$ cat config.mk
export PLATFORM = sky130hd
export DESIGN_NAME = tmr_host_if
export DESIGN_NICKNAME = d
export VERILOG_FILES = /design/src/rtl/tmr_host_pkg.sv /design/src/rtl/tmr_host_strobe.sv /design/src/rtl/tmr_host_chan.sv /design/src/rtl/tmr_host_if.sv
export SDC_FILE = /design/constraint.sdc
export NUM_CORES = 1
export LEC_CHECK = 0
export BUFFER_PORTS_ARGS = -buffer_cell sky130_fd_sc_hd__buf_4
export CORE_ASPECT_RATIO = 1.5
export CORE_UTILIZATION = 35
export DETAILED_ROUTE_END_ITERATION = 6
export PLACE_DENSITY_LB_ADDON = 0.2
export SYNTH_ARGS = -nofsm -noshare
export SYNTH_HDL_FRONTEND = slang
export SYNTH_SLANG_ARGS = --single-unit
$ cat constraint.sdc
create_clock -name clk -period 2.7 [get_ports clk]
set_input_delay 0.54 -clock clk [delete_from_list [all_inputs] [get_ports clk]]
set_output_delay 0.54 -clock clk [all_outputs]
set_load 0.01 [all_outputs]
$ cat src/rtl/tmr_host_pkg.sv
package tmr_host_pkg;

    localparam int DW  = 8;
    localparam int CW  = 2 * DW;
    localparam int NCH = 3;
    localparam int AW  = $clog2(NCH + 1);
    localparam int MW  = 3;
    localparam logic [AW-1:0] CTRL_ADDR = AW'(NCH);

    typedef enum logic [1:0] {
        ACC_LATCH = 2'b00,
        ACC_LO    = 2'b01,
        ACC_HI    = 2'b10,
        ACC_BOTH  = 2'b11
    } acc_e;

    typedef struct packed {
        logic [1:0]    sel;
        acc_e          acc;
        logic [MW-1:0] mode;
        logic          bcd;
    } ctrl_word_t;

    typedef struct packed {
        logic          vld;
        logic [AW-1:0] addr;
        logic [DW-1:0] data;
    } bus_evt_t;

    function automatic logic last_byte(acc_e a, logic ptr);
        return (a != ACC_BOTH) || ptr;
    endfunction

    function automatic logic [DW-1:0] pick_byte(acc_e a, logic ptr, logic [CW-1:0] v);
        if (a == ACC_HI || (a == ACC_BOTH && ptr))
            return v[CW-1:DW];
        return v[DW-1:0];
    endfunction

endpackage

$ cat src/rtl/tmr_host_strobe.sv
module tmr_host_strobe
    import tmr_host_pkg::*;
(
    input  logic          clk,
    input  logic          rst,
    input  logic          cs_n,
    input  logic          rd_n,
    input  logic          wr_n,
    input  logic [AW-1:0] addr,
    input  logic [DW-1:0] din,
    output bus_evt_t      wr_evt,
    output bus_evt_t      rd_evt,
    output logic          rd_live
);

    logic          wr_now, rd_now;
    logic          wr_q, rd_q;
    logic [AW-1:0] wa_q, ra_q;
    logic [DW-1:0] wd_q;

    assign wr_now  = !cs_n && !wr_n && rd_n;
    assign rd_now  = !cs_n && !rd_n && wr_n;
    assign rd_live = rd_now;

    always_ff @(posedge clk) begin
        if (rst) begin
            wr_q <= 1'b0;
            rd_q <= 1'b0;
            wa_q <= '0;
            wd_q <= '0;
            ra_q <= '0;
        end else begin
            wr_q <= wr_now;
            rd_q <= rd_now;
            if (wr_now) begin
                wa_q <= addr;
                wd_q <= din;
            end
            if (rd_now)
                ra_q <= addr;
        end
    end

    always_comb begin
        wr_evt.vld  = wr_q && !wr_now;
        wr_evt.addr = wa_q;
        wr_evt.data = wd_q;
        rd_evt.vld  = rd_q && !rd_now;
        rd_evt.addr = ra_q;
        rd_evt.data = '0;
    end

    // an access ends once, so an end event never repeats on the next edge
    p_single_commit_r2: assert property (@(posedge clk) disable iff (rst)
        wr_evt.vld |=> !wr_evt.vld);

    // a read end and a write end never coincide
    p_evt_excl_r3: assert property (@(posedge clk) disable iff (rst)
        !(wr_evt.vld && rd_evt.vld));

endmodule

$ cat src/rtl/tmr_host_chan.sv
module tmr_host_chan
    import tmr_host_pkg::*;
(
    input  logic          clk,
    input  logic          rst,
    input  logic          cw_vld,
    input  ctrl_word_t    cw,
    input  logic          wr_vld,
    input  logic [DW-1:0] wr_data,
    input  logic          rd_done,
    input  logic [CW-1:0] cnt_in,
    output logic [MW-1:0] mode_o,
    output logic          bcd_o,
    output logic          cfg_stb_o,
    output logic          load_stb_o,
    output logic [CW-1:0] load_val_o,
    output logic [DW-1:0] rd_byte
);

    acc_e          acc;
    logic          wptr, rptr;
    logic [DW-1:0] lo_stage;
    logic          latched;
    logic [CW-1:0] lval;

    always_ff @(posedge clk) begin
        if (rst) begin
            acc        <= ACC_BOTH;
            mode_o     <= '0;
            bcd_o      <= 1'b0;
            wptr       <= 1'b0;
            rptr       <= 1'b0;
            lo_stage   <= '0;
            latched    <= 1'b0;
            lval       <= '0;
            cfg_stb_o  <= 1'b0;
            load_stb_o <= 1'b0;
            load_val_o <= '0;
        end else begin
            cfg_stb_o  <= 1'b0;
            load_stb_o <= 1'b0;
            if (cw_vld) begin
                if (cw.acc == ACC_LATCH) begin
                    if (!latched) begin
                        latched <= 1'b1;
                        lval    <= cnt_in;
                    end
                end else begin
                    acc       <= cw.acc;
                    mode_o    <= cw.mode;
                    bcd_o     <= cw.bcd;
                    wptr      <= 1'b0;
                    rptr      <= 1'b0;
                    latched   <= 1'b0;
                    cfg_stb_o <= 1'b1;
                end
            end
            if (wr_vld) begin
                case (acc)
                    ACC_LO: begin
                        load_val_o <= {{DW{1'b0}}, wr_data};
                        load_stb_o <= 1'b1;
                    end
                    ACC_HI: begin
                        load_val_o <= {wr_data, {DW{1'b0}}};
                        load_stb_o <= 1'b1;
                    end
                    ACC_BOTH: begin
                        if (!wptr) begin
                            lo_stage <= wr_data;
                            wptr     <= 1'b1;
                        end else begin
                            load_val_o <= {wr_data, lo_stage};
                            load_stb_o <= 1'b1;
                            wptr       <= 1'b0;
                        end
                    end
                    default: ;
                endcase
            end
            if (rd_done) begin
                if (acc == ACC_BOTH)
                    rptr <= !rptr;
                if (last_byte(acc, rptr))
                    latched <= 1'b0;
            end
        end
    end

    assign rd_byte = pick_byte(acc, rptr, latched ? lval : cnt_in);

    // a two-byte load leaves the write pointer back on the low byte
    p_load_after_high_r6: assert property (@(posedge clk) disable iff (rst)
        (load_stb_o && acc == ACC_BOTH) |-> !wptr);

    // a configuring control word clears both pointers and any frozen value
    p_cfg_resets_ptr_r6: assert property (@(posedge clk) disable iff (rst)
        cfg_stb_o |-> (!wptr && !rptr && !latched));

    // a frozen value stays put while it remains frozen
    p_latch_frozen_r8: assert property (@(posedge clk) disable iff (rst)
        (latched && $past(latched)) |-> $stable(lval));

endmodule

$ cat src/rtl/tmr_host_if.sv
module tmr_host_if
    import tmr_host_pkg::*;
(
    input  logic              clk,
    input  logic              rst,
    input  logic              cs_n,
    input  logic              rd_n,
    input  logic              wr_n,
    input  logic [AW-1:0]     addr,
    input  logic [DW-1:0]     din,
    output logic [DW-1:0]     dout,
    input  logic [NCH*CW-1:0] cnt_in,
    output logic [NCH*MW-1:0] mode_o,
    output logic [NCH-1:0]    bcd_o,
    output logic [NCH-1:0]    cfg_stb,
    output logic [NCH-1:0]    load_stb,
    output logic [NCH*CW-1:0] load_val
);

    bus_evt_t      wr_evt, rd_evt;
    logic          rd_live;
    ctrl_word_t    cw;
    logic          is_ctrl;
    logic [DW-1:0] rd_byte [NCH];

    tmr_host_strobe u_strobe (
        .clk     (clk),
        .rst     (rst),
        .cs_n    (cs_n),
        .rd_n    (rd_n),
        .wr_n    (wr_n),
        .addr    (addr),
        .din     (din),
        .wr_evt  (wr_evt),
        .rd_evt  (rd_evt),
        .rd_live (rd_live)
    );

    assign cw      = ctrl_word_t'(wr_evt.data);
    assign is_ctrl = wr_evt.vld && (wr_evt.addr == CTRL_ADDR);

    for (genvar g = 0; g < NCH; g++) begin : g_ch
        logic cw_hit, wr_hit, rd_hit;
        assign cw_hit = is_ctrl && (cw.sel == 2'(g));
        assign wr_hit = wr_evt.vld && (wr_evt.addr == AW'(g));
        assign rd_hit = rd_evt.vld && (rd_evt.addr == AW'(g));

        tmr_host_chan u_chan (
            .clk        (clk),
            .rst        (rst),
            .cw_vld     (cw_hit),
            .cw         (cw),
            .wr_vld     (wr_hit),
            .wr_data    (wr_evt.data),
            .rd_done    (rd_hit),
            .cnt_in     (cnt_in[g*CW +: CW]),
            .mode_o     (mode_o[g*MW +: MW]),
            .bcd_o      (bcd_o[g]),
            .cfg_stb_o  (cfg_stb[g]),
            .load_stb_o (load_stb[g]),
            .load_val_o (load_val[g*CW +: CW]),
            .rd_byte    (rd_byte[g])
        );
    end

    always_comb begin
        dout = '0;
        if (rd_live) begin
            for (int i = 0; i < NCH; i++) begin
                if (addr == AW'(i))
                    dout = rd_byte[i];
            end
        end
    end

    // at most one channel loads or is configured per cycle
    p_one_load_r2: assert property (@(posedge clk) disable iff (rst)
        $onehot0(load_stb) && $onehot0(cfg_stb));

    // deselected bus drives zero
    p_idle_dout_r3: assert property (@(posedge clk) disable iff (rst)
        cs_n |-> (dout == '0));

    // reads of the control port return zero
    p_ctrl_read_quiet_r9: assert property (@(posedge clk) disable iff (rst)
        (!cs_n && !rd_n && wr_n && addr == CTRL_ADDR) |-> (dout == '0));

    // a control word never both configures and loads in the same cycle
    p_cfg_load_excl_r4: assert property (@(posedge clk) disable iff (rst)
        !(|cfg_stb && |load_stb));

endmodule

# After elaboration in Yosys (flattened, before gate mapping)
# Cells that the tools add are included.
dict set report classes {
  n_reduce_logical 62
  n_eq_ne 24
  n_bitwise 10
  mux 66
}
# cell n
set op_table {}
lappend op_table {{$pmux W16 S3} 3}
lappend op_table {{$mux W16} 6}
lappend op_table {{$mux W8} 10}
lappend op_table {{$mux W1} 44}
lappend op_table {{$eq A2 B2 Y1 const B} 11}
lappend op_table {{$logic_and A1 B1 Y1} 19}
lappend op_table {{$reduce_and A3 Y1} 6}
lappend op_table {{$reduce_or A2 Y1} 9}
lappend op_table {{$eq A2 B1 Y1 const B} 7}
lappend op_table {{$reduce_and A2 Y1} 6}
lappend op_table {{$logic_not A2 Y1} 5}
lappend op_table {{$not A1 Y1} 10}
lappend op_table {{$reduce_bool A3 Y1} 3}
lappend op_table {{$logic_not A1 Y1} 8}
lappend op_table {{$logic_or A1 B1 Y1} 6}
lappend op_table {{$ne A2 B1 Y1 const B} 3}
lappend op_table {{$ne A2 B2 Y1 const B} 3}
lappend op_table {{$pmux W1 S2} 3}
dict set report word_totals {
  output_inout_bits 74
  ff_bits 167
}

# Depth between registers and ports, before layout
dict set report depth {
  word_depth 10
  mapped_depth 8
  ltp_nobuf 6
}

# Modules after synthesis
# From an unflattened synthesis, not the netlist that was laid out.
dict set report hier_totals {
  cells_unflattened 842
  hier_area_um2 7729.9
}
# mod instances cells_each area_each_um2 seq_area_each_um2
set by_module_without_submodules {}
lappend by_module_without_submodules {tmr_host_chan 3 243 2237.1 1021.0}
lappend by_module_without_submodules {tmr_host_strobe 1 68 673.1 280.3}
lappend by_module_without_submodules {tmr_host_if 1 45 345.3 0.0}

# Least setup slack after synthesis
# OpenSTA, ideal clock, no wires.
dict set report synth_path {
  path_kind {reg-to-output}
  startpoint {register g_ch[1].u_chan.acc[0]}
  endpoint {output dout[6]}
  required_time_ns 2.160
  n_path_buf 1
  path_stages_with_launch 8
  slack_ns 0.183
  t_arrival_ns 1.977
  cell_sequence {dfxtp_1 -> inv_1 -> ha_1 -> clkbuf_1 -> a21oi_2 -> mux4_2 -> a22oi_1 -> a21oi_1}
}
dict set report synth_between {
  elab_chain_cells 8
}
# element line_no
set synth_rtl {}
lappend synth_rtl {{start, declared} tmr_host_chan.sv:20} ;# acc_e acc;
lappend synth_rtl {{start signal, assigned} tmr_host_chan.sv:49} ;# acc <= cw.acc;
lappend synth_rtl {{$eq A2 B2 Y1} tmr_host_pkg.sv:35} ;# if (a == ACC_HI || (a == ACC_BOTH && ptr))
lappend synth_rtl {{$logic_and A1 B1 Y1} tmr_host_pkg.sv:35}
lappend synth_rtl {{$logic_or A1 B1 Y1 *} tmr_host_pkg.sv:35}
lappend synth_rtl {{$mux W1 *} tmr_host_pkg.sv:35}
lappend synth_rtl {{$mux W8 *} tmr_host_pkg.sv:37} ;# return v[DW-1:0];
lappend synth_rtl {{$mux W8 * (2 in series)} tmr_host_if.sv:70} ;# if (addr == AW'(i))
lappend synth_rtl {{$mux W8 *} tmr_host_if.sv:68} ;# if (rd_live) begin
lappend synth_rtl {{end, declared} tmr_host_if.sv:11} ;# output logic [DW-1:0] dout,
# Mark *: on every way between the ends. The rest lies on a longest branch, timed or not.

# Worst setup path after layout
dict set report layout_path {
  startpoint {register g_ch[2].u_chan.acc[0]}
  endpoint {output dout[5]}
}
dict set report layout_between {
  elab_chain_cells 7
}
# element line_no
set layout_rtl {}
lappend layout_rtl {{start, declared} tmr_host_chan.sv:20}
lappend layout_rtl {{start signal, assigned} tmr_host_chan.sv:49}
lappend layout_rtl {{$eq A2 B2 Y1} tmr_host_pkg.sv:35}
lappend layout_rtl {{$logic_and A1 B1 Y1} tmr_host_pkg.sv:35}
lappend layout_rtl {{$logic_or A1 B1 Y1 *} tmr_host_pkg.sv:35}
lappend layout_rtl {{$mux W1 *} tmr_host_pkg.sv:35}
lappend layout_rtl {{$mux W8 *} tmr_host_pkg.sv:37}
lappend layout_rtl {{$mux W8 *} tmr_host_if.sv:70}
lappend layout_rtl {{$mux W8 *} tmr_host_if.sv:68}
# Marked as above.

==> metrics <==
number of port buffers=~140; final global-route overflow total=0; final setup violation count=8; main combinational cell family by area after synthesis=simple AND/OR/NAND/NOR gates; adder and majority gate portion of the synthesized area=0.01481; netlist area before placement=7604 um^2; initial drt markers=roughly 350; via density per instance=around 5.3; critical path type=flip-flop to output pin; share of synthesized cell area in and, or, nand and nor gates=0.2123; fraction of layout cells with a size suffix above 1=0.3008; CP startpoint kind=flip-flop; GPL Wtd Cong=0.8501; total routed wirelength=~23,000 um; number of buffers added by the clock tree synthesis step=17; fraction of the mapped netlist area in compound gates=0.1346; count of maximum capacitance violations=0; initial cell density of the core=0.3596; Max Clock Skew=between 0.01 and 0.015 ns; fraction of synthesized area in multiplexers=0.1448; library cell used as clock root buffer=sky130_fd_sc_hd__clkbuf_16; number of global-route vias before repair=6,546; worst min-delay path startpoint=din[2]; clock tree from TritonCTS=built; beginning of the worst register-to-register path=u_strobe.wa_q[0]; ANT nets after route=0; highest net fanout along the worst path=8; synthesis-to-finish area growth=27.71%; final hold slack=0.3543 ns; R2R depth=4; initial antenna violation count=0; RSZ-0062 raised after global routing=yes; die area=22,330 um^2; Site Rows=between 60 and 70; endpoint arrival time on the critical path=roughly 2.3 ns; Max Clk Rate=354.9 MHz; number of sinks on the clock net=between 150 and 200; Vert. Die Dim=182.5 um; synth warn=0; register area share after synthesis=0.4397; R2R Setup Slk=between 0.5 and 0.6 ns; Reg-to-Reg End=g_ch[2].u_chan.latched; #FFs+latches synth=around 170; global-route wire length before repair=between 30,000 and 40,000 um; synthesized netlist net count=roughly 900; routed vias=~6,500; area of the core region=roughly 21,000 um^2; number of failing hold endpoints at the final stage=0; number of diodes=0; outcome=finished, violations left; Required @ worst endpoint=2.16 ns; Rel. slew slack=0.4486; most common cell after layout, fill and taps aside=sky130_fd_sc_hd__buf_4; pin count of the biggest net entering global routing=between 70 and 80; multi-input combinational cell area=roughly 4000 um^2; final worst path period share=1.044; Gate Count Post-Synth=roughly 830; Post-Synth XOR/XNOR Area=0; clock latency at the later pin of the worst-skew pair=approximately 0.43 ns; num ports=137; Clk pin slew, worst setup/hold paths=about 0.070 ns; final core area utilization=0.4592; cell accounting for the most synthesized area=sky130_fd_sc_hd__dfxtp_1; violations in the final reports=setup timing; Worst Tran Pin Value=between 0.8 and 0.9 ns; H-tree depth=4; Pins Over Slew Limit=0; Power per Cell Area=542.2 nW/um^2; number of fill cells=2,115; Hold Buf Count CTS=0; most frequent cells in the layout=sky130_fd_sc_hd__buf_4, sky130_fd_sc_hd__dfxtp_1, sky130_fd_sc_hd__nand2_1; register area=~3400 um^2; Clock Tree Buf Depth=2; cell types with the largest area share after synthesis=sky130_fd_sc_hd__dfxtp_1, sky130_fd_sc_hd__mux2i_1, sky130_fd_sc_hd__mux4_2, sky130_fd_sc_hd__a21oi_1, sky130_fd_sc_hd__nand2_1; All-Layer GR Usage=0.2153; detailed placement HPWL=~17,000 um; capture endpoint of the worst hold path=u_strobe.wd_q[2]; kind of end point of the critical path=output pin; width of the chip=between 100 and 150 um; fraction of synthesized cell area taken by the top area cell type=0.4397; Tightest Hold Check Type=input port to flip-flop; average wire length per cell after detail routing=18.75 um; DRT Pass-1 Iters=5; final worst slack=-0.1179 ns; number of distinct library cell variants in the gate-level netlist after synthesis=45; static leakage power=about 3.6 nW; DRC violation count after routing=0; crit path time final=about 2.8 ns; net total in the final layout=~1,000; maximum ir drop on the vdd rail=0.0003531 V; number of cells on the worst hold path=3; Avg Cell Area, Syn=around 9 um^2
## state kept, by name, indices dropped and copies added (netlist names), 3 cells and up
name	cells
g_ch.u_chan.mode_o	9
u_strobe.wd_q	8
g_ch.u_chan.acc	6
g_ch.u_chan.load_val_o	48
g_ch.u_chan.bcd_o	3
g_ch.u_chan.wptr	3
g_ch.u_chan.latched	3
g_ch.u_chan.load_stb_o	3
g_ch.u_chan.lval	48
g_ch.u_chan.cfg_stb_o	3
g_ch.u_chan.lo_stage	24
g_ch.u_chan.rptr	3
## how the worst max path moves through the flow
stage / endpoint / startpoint / cells after the start
3_5_place_dp: dout[1] / g_ch[2].u_chan.acc[0] / 8
4_1_cts: dout[5] / g_ch[2].u_chan.acc[0] / 8
6_report: dout[5] / g_ch[2].u_chan.acc[0] / 8
2_1_floorplan: dout[6] / g_ch[1].u_chan.acc[0] / 7
3_3_place_gp: dout[5] / g_ch[2].u_chan.acc[0] / 8
5_1_grt: dout[6] / g_ch[2].u_chan.acc[0] / 8
## report_power, final
group	internal [W]	switching, W
combinational	0.000142	0.000163
clock	0.00139	0.00109
sequential	0.00247	0.0000209
## cell families (layout without fill, tap and decap cells)
logic type               count (synthesis)  after routing
AND/OR/NAND/NOR                        315            315
AO/OA/AOI/OAI                          170            170
flip-flops                             167            167
buffers and inverters                   92            223
multiplexers                            80             80
adder cells (fa/ha/maj)                  9              9
## through the flow
step | TNS [ns] | worst slack (ns) | area [um^2] | cells | total power [W]
2_1_floorplan | 0 | 0.1834 | 7604 | 833 | 0.002681
3_3_place_gp | 0 | 0.1999 | 8975 | 1199 | 0.002844
3_5_place_dp | 0 | 0.1931 | 8975 | 1199 | 0.002844
4_1_cts | -0.8265 | -0.1204 | 9693 | 1232 | 0.005320
5_1_grt | -1.420 | -0.1928 | 9711 | 1232 | 0.005417
6_report | -0.7642 | -0.1179 | 9711 | 1232 | 0.005265
## layout make-up
type / instances / share of cell area
Clock buffer: 17 / 0.04381
Clock inverter: 15 / 0.01714
Inverter: 13 / 0.005283
Multi-Input combinational cell: 574 / 0.4097
Sequential cell: 167 / 0.3454
Tap cell: 268 / 0.03453
Timing Repair Buffer: 178 / 0.1441
## worst max-delay path: stages, from the launching register on
cell                      delay [ns]
sky130_fd_sc_hd__dfxtp_4        0.38
sky130_fd_sc_hd__inv_4          0.04
sky130_fd_sc_hd__ha_4           0.16
sky130_fd_sc_hd__a21oi_4        0.14
sky130_fd_sc_hd__buf_12         0.15
sky130_fd_sc_hd__mux4_2         0.51
sky130_fd_sc_hd__a22oi_2        0.19
sky130_fd_sc_hd__a21oi_1        0.09
sky130_fd_sc_hd__buf_4          0.18
## Yosys cell counts (all sizes together)
cell	instances
dfxtp	167
nand2	94
nor2	91
a21oi	85
mux2i	56
clkbuf	53
nand3	41
o21ai	41
buf	26
a311oi	25
mux4	24
or3b	19
inv	12
nand3b	10
nand4	10
ha	9
nor4	9
a22oi	8
nor2b	7
a221o	6
nand2b	6
and4	5
or2	5
nor3	4
nor3b	4
or3	3
and2	2
o21a	2
or4	2
a211oi	1
and3	1
and3b	1
clkinv	1
o2111a	1
o2111ai	1
or4b	1
## per-layer routing
layer,GRT usage,up-vias,wire length [um]
met5,0,-,0
met4,0.1029,0,881
met3,0.04813,48,1095
met2,0.3827,200,12140
met1,0.2375,3048,8982
li1,-,3203,-
## repair_timing
item / 4_1_cts / 5_1_grt
setup buffers: 1 / 0
pin swaps: 10 / 3
setup endpoints to repair: 8 / 8
gates resized for setup: 28 / 4
No activity file was read; power rests on OpenSTA's default activity.
